## config.mk

```make
export PLATFORM = sky130hd
export DESIGN_NAME = spdif_bmc_tx
export DESIGN_NICKNAME = d
export VERILOG_FILES = /design/src/rtl/spdif_tx_pkg.sv /design/src/rtl/spdif_sample_buf.sv /design/src/rtl/spdif_slot_seq.sv /design/src/rtl/spdif_subframe_fmt.sv /design/src/rtl/spdif_bmc_enc.sv /design/src/rtl/spdif_bmc_tx.sv
export SDC_FILE = /design/constraint.sdc
export NUM_CORES = 1
export LEC_CHECK = 0
export ABC_AREA = 1
export CORE_MARGIN = 5
export CORE_UTILIZATION = 56
export DETAILED_ROUTE_END_ITERATION = 16
export PLACE_DENSITY = 0.81
export SLEW_MARGIN = 10
export SYNTH_ARGS = -nofsm -noshare
export SYNTH_HDL_FRONTEND = slang
export SYNTH_SLANG_ARGS = --single-unit
```

## constraint.sdc

```tcl
create_clock -name clk -period 2.8 [get_ports clk]
set_clock_uncertainty 0.05 [all_clocks]
set_input_delay 0.56 -clock clk [delete_from_list [all_inputs] [get_ports clk]]
set_output_delay 0.56 -clock clk [all_outputs]
set_load 0.01 [all_outputs]
```

## src/rtl/spdif_tx_pkg.sv

```systemverilog
package spdif_tx_pkg;
  localparam int SMP_W      = 24;  // aux nibble + 20-bit audio
  localparam int SLOT_W     = 5;
  localparam int PRE_SLOTS  = 4;
  localparam int HALF_IDX_W = 3;
  localparam logic [7:0] PRE_BLOCK = 8'hE8;
  localparam logic [7:0] PRE_LEFT  = 8'hE2;
  localparam logic [7:0] PRE_RIGHT = 8'hE4;
  typedef struct packed {
    logic             invalid;
    logic [SMP_W-1:0] right;
    logic [SMP_W-1:0] left;
  } pair_t;
endpackage

```

## src/rtl/spdif_sample_buf.sv

```systemverilog
module spdif_sample_buf
  import spdif_tx_pkg::*;
(
  input  logic  clk,
  input  logic  rst,
  input  logic  in_valid,
  output logic  in_ready,
  input  pair_t in_pair,
  input  logic  take,
  output logic  full,
  output pair_t out_pair
);
  pair_t hold_q;
  logic  full_q;

  always_ff @(posedge clk) begin
    if (rst) begin
      full_q <= 1'b0;
      hold_q <= '0;
    end else if (in_valid && !full_q) begin
      full_q <= 1'b1;
      hold_q <= in_pair;
    end else if (take) begin
      full_q <= 1'b0;
    end
  end

  assign in_ready = !full_q;
  assign full     = full_q;
  assign out_pair = hold_q;

  AST_NO_OVERFLOW: assert property (@(posedge clk) disable iff (rst)
    (full_q && !take) |=> full_q);
  AST_LOAD_NEEDS_VALID: assert property (@(posedge clk) disable iff (rst)
    $rose(full_q) |-> $past(in_valid));
endmodule

```

## src/rtl/spdif_slot_seq.sv

```systemverilog
module spdif_slot_seq
  import spdif_tx_pkg::*;
#(
  parameter int BLOCK_FRAMES = 192,
  localparam int FW = $clog2(BLOCK_FRAMES)
) (
  input  logic              clk,
  input  logic              rst,
  input  logic              en,
  input  logic              tick,
  output logic [SLOT_W-1:0] slot,
  output logic              half,
  output logic              sub,
  output logic [FW-1:0]     frame,
  output logic              first_frame,
  output logic              sf_start,
  output logic              frame_start,
  output logic              block_start
);
  localparam logic [FW-1:0]     LAST_FRAME = FW'(BLOCK_FRAMES - 1);
  localparam logic [SLOT_W-1:0] LAST_SLOT  = '1;

  logic [SLOT_W-1:0] slot_q;
  logic              half_q, sub_q;
  logic [FW-1:0]     frame_q;

  always_ff @(posedge clk) begin
    if (rst || !en) begin
      slot_q  <= '0;
      half_q  <= 1'b0;
      sub_q   <= 1'b0;
      frame_q <= '0;
    end else if (tick) begin
      half_q <= !half_q;
      if (half_q) begin
        slot_q <= slot_q + 1'b1;
        if (slot_q == LAST_SLOT) begin
          sub_q <= !sub_q;
          if (sub_q) frame_q <= (frame_q == LAST_FRAME) ? '0 : frame_q + 1'b1;
        end
      end
    end
  end

  assign slot        = slot_q;
  assign half        = half_q;
  assign sub         = sub_q;
  assign frame       = frame_q;
  assign first_frame = (frame_q == '0);
  assign sf_start    = (slot_q == '0) && !half_q;
  assign frame_start = sf_start && !sub_q;
  assign block_start = frame_start && first_frame;

  AST_FRAME_RANGE: assert property (@(posedge clk) disable iff (rst)
    frame_q <= LAST_FRAME);
  AST_FRAME_WRAP: assert property (@(posedge clk) disable iff (rst)
    (en && tick && half_q && slot_q == LAST_SLOT && sub_q && frame_q == LAST_FRAME)
      |=> (frame_q == '0));
endmodule

```

## src/rtl/spdif_subframe_fmt.sv

```systemverilog
module spdif_subframe_fmt
  import spdif_tx_pkg::*;
#(
  parameter int CS_BITS = 40,
  parameter int FW      = 8,
  localparam int CW     = $clog2(CS_BITS)
) (
  input  logic               clk,
  input  logic               rst,
  input  logic               adv,
  input  logic               frame_start,
  input  logic               block_start,
  input  logic               sub,
  input  logic [FW-1:0]      frame,
  input  logic               buf_full,
  input  pair_t              buf_pair,
  input  logic [CS_BITS-1:0] cs_in,
  output logic               take,
  output logic [31:0]        word
);
  pair_t              cur_q;
  logic [CS_BITS-1:0] cs_q;
  logic [SMP_W-1:0]   smp;
  logic               cs_bit;
  logic [26:0]        body;

  assign take = adv && frame_start && buf_full;

  always_ff @(posedge clk) begin
    if (rst) begin
      cur_q <= '0;
      cs_q  <= '0;
    end else begin
      if (adv && frame_start) begin
        if (buf_full) cur_q <= buf_pair;
        else begin
          cur_q.left    <= '0;
          cur_q.right   <= '0;
          cur_q.invalid <= 1'b1;
        end
      end
      if (adv && block_start) cs_q <= cs_in;
    end
  end

  always_comb begin
    smp    = sub ? cur_q.right : cur_q.left;
    cs_bit = (frame < FW'(CS_BITS)) ? cs_q[frame[CW-1:0]] : 1'b0;
    body   = {cs_bit, 1'b0, cur_q.invalid, smp};
    word   = {^body, body, {PRE_SLOTS{1'b0}}};
  end

  AST_UNDERRUN_INVALID: assert property (@(posedge clk) disable iff (rst)
    (adv && frame_start && !buf_full)
      |=> (cur_q.invalid && cur_q.left == '0 && cur_q.right == '0));
endmodule

```

## src/rtl/spdif_bmc_enc.sv

```systemverilog
module spdif_bmc_enc
  import spdif_tx_pkg::*;
(
  input  logic              clk,
  input  logic              rst,
  input  logic              en,
  input  logic              tick,
  input  logic [SLOT_W-1:0] slot,
  input  logic              half,
  input  logic              sub,
  input  logic              first_frame,
  input  logic              sf_start,
  input  logic [31:0]       word,
  output logic              line
);
  logic                  line_q, inv_q, inv, is_pre, pre_bit, nxt;
  logic [7:0]            pat;
  logic [HALF_IDX_W-1:0] pidx;

  always_comb begin
    pat     = sub ? PRE_RIGHT : (first_frame ? PRE_BLOCK : PRE_LEFT);
    pidx    = {slot[1:0], half};
    pre_bit = pat[3'd7 - pidx];
    inv     = sf_start ? line_q : inv_q;
    is_pre  = slot < SLOT_W'(PRE_SLOTS);
    if (is_pre)    nxt = pre_bit ^ inv;
    else if (half) nxt = line_q ^ word[slot];
    else           nxt = !line_q;
  end

  always_ff @(posedge clk) begin
    if (rst || !en) begin
      line_q <= 1'b0;
      inv_q  <= 1'b0;
    end else if (tick) begin
      line_q <= nxt;
      if (sf_start) inv_q <= line_q;
    end
  end

  assign line = line_q;

  AST_OFF_LOW: assert property (@(posedge clk) disable iff (rst)
    !en |=> !line_q);
  AST_HOLD_NO_TICK: assert property (@(posedge clk) disable iff (rst)
    (en && !tick) |=> $stable(line_q));
  AST_CELL_EDGE: assert property (@(posedge clk) disable iff (rst)
    (en && tick && !is_pre && !half) |=> (line_q != $past(line_q)));
endmodule

```

## src/rtl/spdif_bmc_tx.sv

```systemverilog
module spdif_bmc_tx
  import spdif_tx_pkg::*;
#(
  parameter int BLOCK_FRAMES = 192,
  parameter int CS_BITS      = 40
) (
  input  logic               clk,
  input  logic               rst,
  input  logic               tx_en,
  input  logic               cell_tick,
  input  logic               smp_valid,
  output logic               smp_ready,
  input  logic [SMP_W-1:0]   smp_left,
  input  logic [SMP_W-1:0]   smp_right,
  input  logic               smp_invalid,
  input  logic [CS_BITS-1:0] chan_status,
  output logic               spdif_out
);
  localparam int FW = $clog2(BLOCK_FRAMES);

  pair_t             in_pair, buf_pair;
  logic              buf_full, take, half, sub, first_frame;
  logic              sf_start, frame_start, block_start, adv;
  logic [SLOT_W-1:0] slot;
  logic [FW-1:0]     frame;
  logic [31:0]       word;

  assign in_pair = '{invalid: smp_invalid, right: smp_right, left: smp_left};
  assign adv     = tx_en && cell_tick;

  spdif_sample_buf u_buf (
    .clk(clk), .rst(rst), .in_valid(smp_valid), .in_ready(smp_ready),
    .in_pair(in_pair), .take(take), .full(buf_full), .out_pair(buf_pair)
  );

  spdif_slot_seq #(.BLOCK_FRAMES(BLOCK_FRAMES)) u_seq (
    .clk(clk), .rst(rst), .en(tx_en), .tick(cell_tick), .slot(slot),
    .half(half), .sub(sub), .frame(frame), .first_frame(first_frame),
    .sf_start(sf_start), .frame_start(frame_start), .block_start(block_start)
  );

  spdif_subframe_fmt #(.CS_BITS(CS_BITS), .FW(FW)) u_fmt (
    .clk(clk), .rst(rst), .adv(adv), .frame_start(frame_start),
    .block_start(block_start), .sub(sub), .frame(frame), .buf_full(buf_full),
    .buf_pair(buf_pair), .cs_in(chan_status), .take(take), .word(word)
  );

  spdif_bmc_enc u_enc (
    .clk(clk), .rst(rst), .en(tx_en), .tick(cell_tick), .slot(slot),
    .half(half), .sub(sub), .first_frame(first_frame), .sf_start(sf_start),
    .word(word), .line(spdif_out)
  );

  AST_RESET_STATE: assert property (@(posedge clk)
    $past(rst) |-> (!spdif_out && smp_ready));
endmodule

```

==> flow_summary_export.csv, run 1 <==
group,metric,value,unit
placed_design,dpl.cell_count,1387,
floorplan,num_io_pins,96,
placed_design,finalWeightedCongestion,0.856,
route,wire_per_inst,13.0,um
clocking,path_clk_slew,0.06,ns
worst_setup_path,cpPeakStageDelay,0.45,ns
placed_design,io_buffers,95,
synth,yosysSeqAreaShare,41.6,%
finish,multi_input_area,3660,sq um
clocking,ctsHtreeMaxLevel,4,
placed_design,dp_hpwl,13100,um
clocking,cts_resized,0,
synth,ys_seq_elements,156,
global_route,grt_pass1_wl,30500,um
finish,num-fill-cells,1124,
clocking,numCtsBuffers,17,
global_route,grt_max_degree,72,
synth,ys_top_cells_by_count,"nand2_1, nor2_1, dfxtp_1, o21ai_0, a21oi_1",
pwr,irDropWorstVdd,0.392,mV
pwr,powerDensity,560,nW/um^2
worst_setup_path,cpMostUsedCell,"nand2_1",
clocking,cts_tree,"built",
route,wirelength,18400,um
route,drtAntennaViolNets,0,
synth,synth_area_leaders,"dfxtp_1, nand2_1, o21ai_0",
finish,diodes,0,
worst_setup_path,worst-path-buf-inv,3,
clocking,post-cts-setup-buffer-count,0,
global_route,grt_pass1_vias,6581,
global_route,grt_overflow,0,
sta,rsz0062_at_grt,"no",
global_route,antenna_found_initial,0,
worst_setup_path,start_kind,"register",
finish,nets,1329,
worst_hold_path,hold_class,"register to register",
synth,synthArstFlopShare,0,%
route,dr.pass1.iters,5,
sta,worst_pin_slew,0.520,ns
floorplan,chipWidth,126,um
route,remaining_drc_errors,0,
clocking,cts.sinks,156,
synth,ys_types,36,
sta,drv_slew,0,
floorplan,die_h,126,um
worst_setup_path,cp_data_required_time,3.10,ns
sta,relSlewSlack,65.0,%
sta,timing.fmax,411,MHz
finish,regArea,3120,sq um
run_status,status,"finished, final reports clean",
sta,finalHoldViolCount,0,
finish,drive_above_1_share,5.88,%
floorplan,core_area,13200,sq um
clocking,cts_hold_buf,0,
synth,ys.flop_type,"dfxtp_1",
synth,synth_edf_count,0,
worst_setup_path,worst_ep_arrival_time,2.74,ns
floorplan,row_count,42,
synth,syn_nets,1256,
sta,setup_viol,0,
pwr,power_leakage,3.70,nW
job,drv_cap,0,
sta,post-route-min-period,2.43,ns
worst_setup_path,cp_cell_sequence,"buf_4 -> nand2_1 -> o21ai_1 -> nand2_1 -> nand2_1 -> nand2_1 -> nand2_1 -> inv_1 -> nand3_1 -> nand2_1 -> inv_1 -> nand3_1 -> nand4_1 -> nand3_1 -> nand2_1 -> nand2_1 -> nand2_1 -> nand2_1 -> nand2_1 -> nand3_2 -> a21oi_2",
finish,fin_cells,1417,
worst_setup_path,cp_slowest_cell,"dfxtp_1",
floorplan,initial_core_util,57.0,%
clocking,root_buffer,"clkbuf_16",
clocking,clk_latency,0.43,ns
worst_setup_path,crit_family,"simple AND/OR/NAND/NOR gates",
finish,area_growth,21.7,%
clocking,clock_path_buffers,2,
global_route,grt.total_usage,23.2,%
route,via_count,7345,
floorplan,dieArea,15800,sq um
worst_setup_path,worstSetupPathType,"register to register",
synth,netlist_instances,1157,
synth,synth_top_cell_area_share,41.6,%
synth,synth.most_common_cell,"nand2_1",
synth,yosysWarnings,0,
sta,period_share,86.9,%
route,initialDrtViolationCount,578,
synth,syn_area_per_cell,6.49,sq um
synth,syn_area,7510,sq um
worst_setup_path,cp_max_fo,28,
worst_setup_path,cp-end-kind,"register",
synth,yosysTopAreaCell,"dfxtp_1",
route,routed_via_density,5.18,
sta,setup_tns,0,ns
metrics by stage:
| stage | total power (W) | instance area (sq um) | utilization, % | setup WS [ns] | hold WS (ns) |
|---|---|---|---|---|---|
| CTS | 0.00514 | 9140 | 69.3 | 0.380 | 0.405 |
| global route | 0.00531 | 9140 | 69.3 | 0.0137 | 0.428 |
| finish | 0.00512 | 9140 | 69.3 | 0.367 | 0.402 |
| floorplan | 0.00272 | 7510 | - | 0.374 | 0.379 |
| detailed placement | 0.00296 | 8580 | 65.0 | 0.238 | 0.394 |
| global placement | 0.00295 | 8580 | 65.0 | 0.293 | 0.389 |
per-layer routing:
metal / vias to the layer above / global-route usage (%) / routed length, um
met3: 28 / 5.59 / 1100
li1: 3808 / - / -
met4: 0 / 6.81 / 286
met1: 3311 / 32.0 / 8780
met5: - / 0 / 0
met2: 198 / 36.3 / 8270
placed cells by master (no fill, tap or decap), types with 17 or more instances in the layout:
master,Yosys,layout
o21ai_0,127,127
nand3_1,37,37
inv_1,94,93
nand2_1,356,356
clkdlybuf4s50_1,0,95
dfxtp_1,156,156
buf_4,1,22
nor2_1,162,161
a21oi_1,95,95
clkbuf_16,0,17
state kept, by name (all words and copies together), names as in the netlist:
signal          cells
u_fmt.cs_q         40
u_seq.half          1
u_seq.sub           1
u_buf.full          1
u_seq.frame         8
u_seq.slot          5
u_enc.line          1
u_enc.inv_q         1
u_buf.out_pair     49
u_fmt.cur_q        48
u_fmt.word          1
report_power, final:
group | internal, W | leakage, nW | switching (W)
Sequential | 0.00234 | 1.28 | 0.0000614
Clock | 0.00135 | 0.266 | 0.000853
Combinational | 0.000248 | 2.16 | 0.000269
Total | 0.00393 | 3.70 | 0.00118
cells by family (layout without fill, tap and decap cells):
kind of cell	after synthesis	in the layout	share of synthesized area, %
flops	156	156	41.6
xor+xnor	2	2	0.233
simple gates	583	583	30.8
compound gates	246	246	16.9
buf+inv	165	249	9.69
fa+ha+maj	5	5	0.833
cell type report:
type,count,area share [%]
clock buffer,24,5.16
clock inverter,6,0.972
timing repair buffer,121,13.1
inverter,98,4.11
tap,176,2.41
sequential,156,34.2
multi-input combinational,836,40.1
tightest hold or removal path: cells and delay by family (launching register included):
family	cells	cell delay, ns
DFF	1	0.29
buffers and inverters	1	0.06
AOI/OAI and AO/OA	1	0.05
path summary, 6_finish.rpt:
check / cells after the start / slack [ns] / endpoint / startpoint
setup / recovery: 21 / 0.37 / u_enc.line$_SDFFE_PP0P_ / u_seq.sub$_SDFFE_PP0P_
setup reg to reg: 21 / 0.37 / u_enc.line$_SDFFE_PP0P_ / u_seq.sub$_SDFFE_PP0P_
hold / removal: 2 / 0.40 / u_fmt.cs_q[30]$_SDFFE_PP0P_ / u_fmt.cs_q[30]$_SDFFE_PP0P_
hold reg to reg: 2 / 0.40 / u_fmt.cs_q[30]$_SDFFE_PP0P_ / u_fmt.cs_q[30]$_SDFFE_PP0P_
No activity file was read; power rests on OpenSTA's default activity.
==> inputs of run 2 (changes only) <==
- clock period: 2.8 -> 2.65 ns (I/O delays scaled with it)
==> run 2 against run 1 <==
  * Maximum frequency increased by 1.1%
  * First-iteration DRC count increased by 19%
  * Largest power group unchanged
  * Register-to-register slack got worse by 0.12 ns
  * Sequential share of layout area decreased by 0.20 points
  * Routed wire length increased by 4.4%
  * Final cell count increased by 0.28%
  * Hold slack got worse by 0.0012 ns
==> flow_summary_export.csv, run 2 (synthesis gave the netlist of run 1 again) <==
group,metric,value,unit
run_status,status,"finished, final reports clean",
finish,fin_cells,1421,
worst_setup_path,cp_max_fo,10,
pwr,power_leakage,3.73,nW
finish,largest_reg_flops,49,
finish,diodes,0,
sta,finalHoldViolCount,0,
pwr,power.clock.fraction,40.8,%
clocking,ctsHtreeMaxLevel,4,
global_route,grt_pass1_wl,31400,um
global_route,grt_overflow,0,
placed_design,io_buffers,95,
floorplan,core_area,13200,sq um
finish,final_common_cell,"nand2_1",
worst_setup_path,r2r.worst_path.cells,12,
clocking,root_buffer,"clkbuf_16",
job,drv_cap,0,
placed_design,dpl.cell_count,1386,
finish,nets,1335,
placed_design,dp_hpwl,13000,um
sta,relSlewSlack,65.0,%
global_route,grt_max_degree,74,
pwr,intPower,0.00395,W
placed_design,finalWeightedCongestion,0.884,
route,routed_via_density,5.31,
worst_setup_path,cp-end-kind,"register",
route,remaining_drc_errors,0,
clocking,clock_path_buffers,2,
worst_setup_path,rrSetupSlack,0.24,ns
pwr,pwr-share-seq,48.7,%
finish,mostFrequentLayoutCells,"nand2_1, nor2_1, dfxtp_1",
floorplan,initial_core_util,57.0,%
route,wire_per_inst,13.5,um
global_route,antenna_found_initial,0,
worst_setup_path,worst_ep_arrival_time,2.65,ns
sta,timing.fmax,415,MHz
pwr,irDropWorstVdd,0.490,mV
clocking,numCtsBuffers,17,
clocking,cts.sinks,156,
pwr,p_comb_share,10.5,%
clocking,cts_tree,"built",
floorplan,num_io_pins,96,
sta,post-route-min-period,2.41,ns
route,initialDrtViolationCount,685,
clocking,clk_latency,0.42,ns
floorplan,die_h,126,um
floorplan,chipWidth,126,um
floorplan,dieArea,15800,sq um
clocking,cts_hold_buf,0,
worst_hold_path,hold_class,"register to register",
global_route,grt_pass1_vias,6876,
sta,rsz0062_at_grt,"no",
global_route,grt.total_usage,23.8,%
pwr,p_switching,0.00125,W
finish,drive_above_1_share,6.51,%
pwr,p_total,0.00520,W
route,via_count,7552,
route,drtAntennaViolNets,0,
sta,setup_tns,0,ns
route,wirelength,19200,um
pwr,powerDensity,565,nW/um^2
sta,drv_slew,0,
sta,worst_pin_slew,0.520,ns
floorplan,row_count,42,
route,dr.pass1.iters,5,
pwr,swShare,24.1,%
finish,area_growth,22.5,%
worst_setup_path,start_kind,"register",
sta,period_share,90.8,%
worst_setup_path,cp_data_required_time,2.89,ns
clocking,path_clk_slew,0.06,ns
worst_hold_path,whs_path_depth,2,
sta,setup_viol,0,
worst_setup_path,worstSetupPathType,"register to register",
run 2: cell types whose count changed in the layout (fill, tap and decap cells not counted), moves of 2 or more:
cell       previous run  this run
clkbuf_16            17        19
clkinv_2              1         3
buf_4                22        24
bufinv_16             2         0
clkbuf_1              5         2
run 2: power by group through the flow:
stage                     clock network, W  registers [W]  logic [W]
after floorplan                          0        0.00256   0.000315
after global placement                   0        0.00258   0.000529
after detailed placement                 0        0.00258   0.000542
after CTS                          0.00214        0.00253   0.000548
after global routing               0.00224        0.00255   0.000620
final                              0.00212        0.00253   0.000547
run 2: repair_timing:
item	in CTS	in global routing
gates resized for setup	0	6
endpoints found under the setup margin	0	1
setup buffers	0	4
run 2: through the flow:
step	worst slack (ns)	instance area (sq um)	util, %	hold slack [ns]
2_1_floorplan	0.224	7510	-	0.379
3_5_place_dp	0.159	8580	65.1	0.395
6_report	0.243	9200	69.8	0.401
3_3_place_gp	0.224	8580	65.1	0.389
5_1_grt	0.00616	9200	69.8	0.431
4_1_cts	0.231	9090	68.9	0.403
run 2: cell type report:
cell class,instances,area (sq um)
clock buffer,21,460
clock inverter,7,46.3
fill,1122,3990
inverter,98,394
multi-input combinational,836,3660
sequential,156,3130
tap,176,220
timing repair buffer,126,1280
timing repair inverter,1,11.3
run 2: final timing paths:
kind / to / startpoint
worst min register to register: u_fmt.cs_q[37]$_SDFFE_PP0P_ / u_fmt.cs_q[37]$_SDFFE_PP0P_
worst min-delay path: u_fmt.cs_q[37]$_SDFFE_PP0P_ / u_fmt.cs_q[37]$_SDFFE_PP0P_
worst max-delay path: u_seq.frame[7]$_SDFFE_PP0P_ / u_seq.slot[0]$_SDFFE_PP0P_
worst max register to register: u_seq.frame[7]$_SDFFE_PP0P_ / u_seq.slot[0]$_SDFFE_PP0P_
run 2: critical path, stage by stage, from the launching register on:
cell and delay (ns):
dfxtp_1 0.52, ha_1 0.27, nand2_1 0.08, nor2_1 0.11, ha_1 0.15, nand2_1 0.07, nor2_1 0.26, nand4_1 0.19
nor2_1 0.12, inv_1 0.06, nor2_1 0.16, and3_1 0.19, nor3_1 0.05
run 2: layer usage:
metal | GRT usage (%) | share of wire, % | vias up
met1 | 32.2 | 45 | 3436
met2 | 38.1 | 45 | 261
met5 | 0 | 0 | -
met4 | 8.45 | 2.3 | 0
li1 | - | - | 3816
met3 | 4.57 | 6.9 | 39
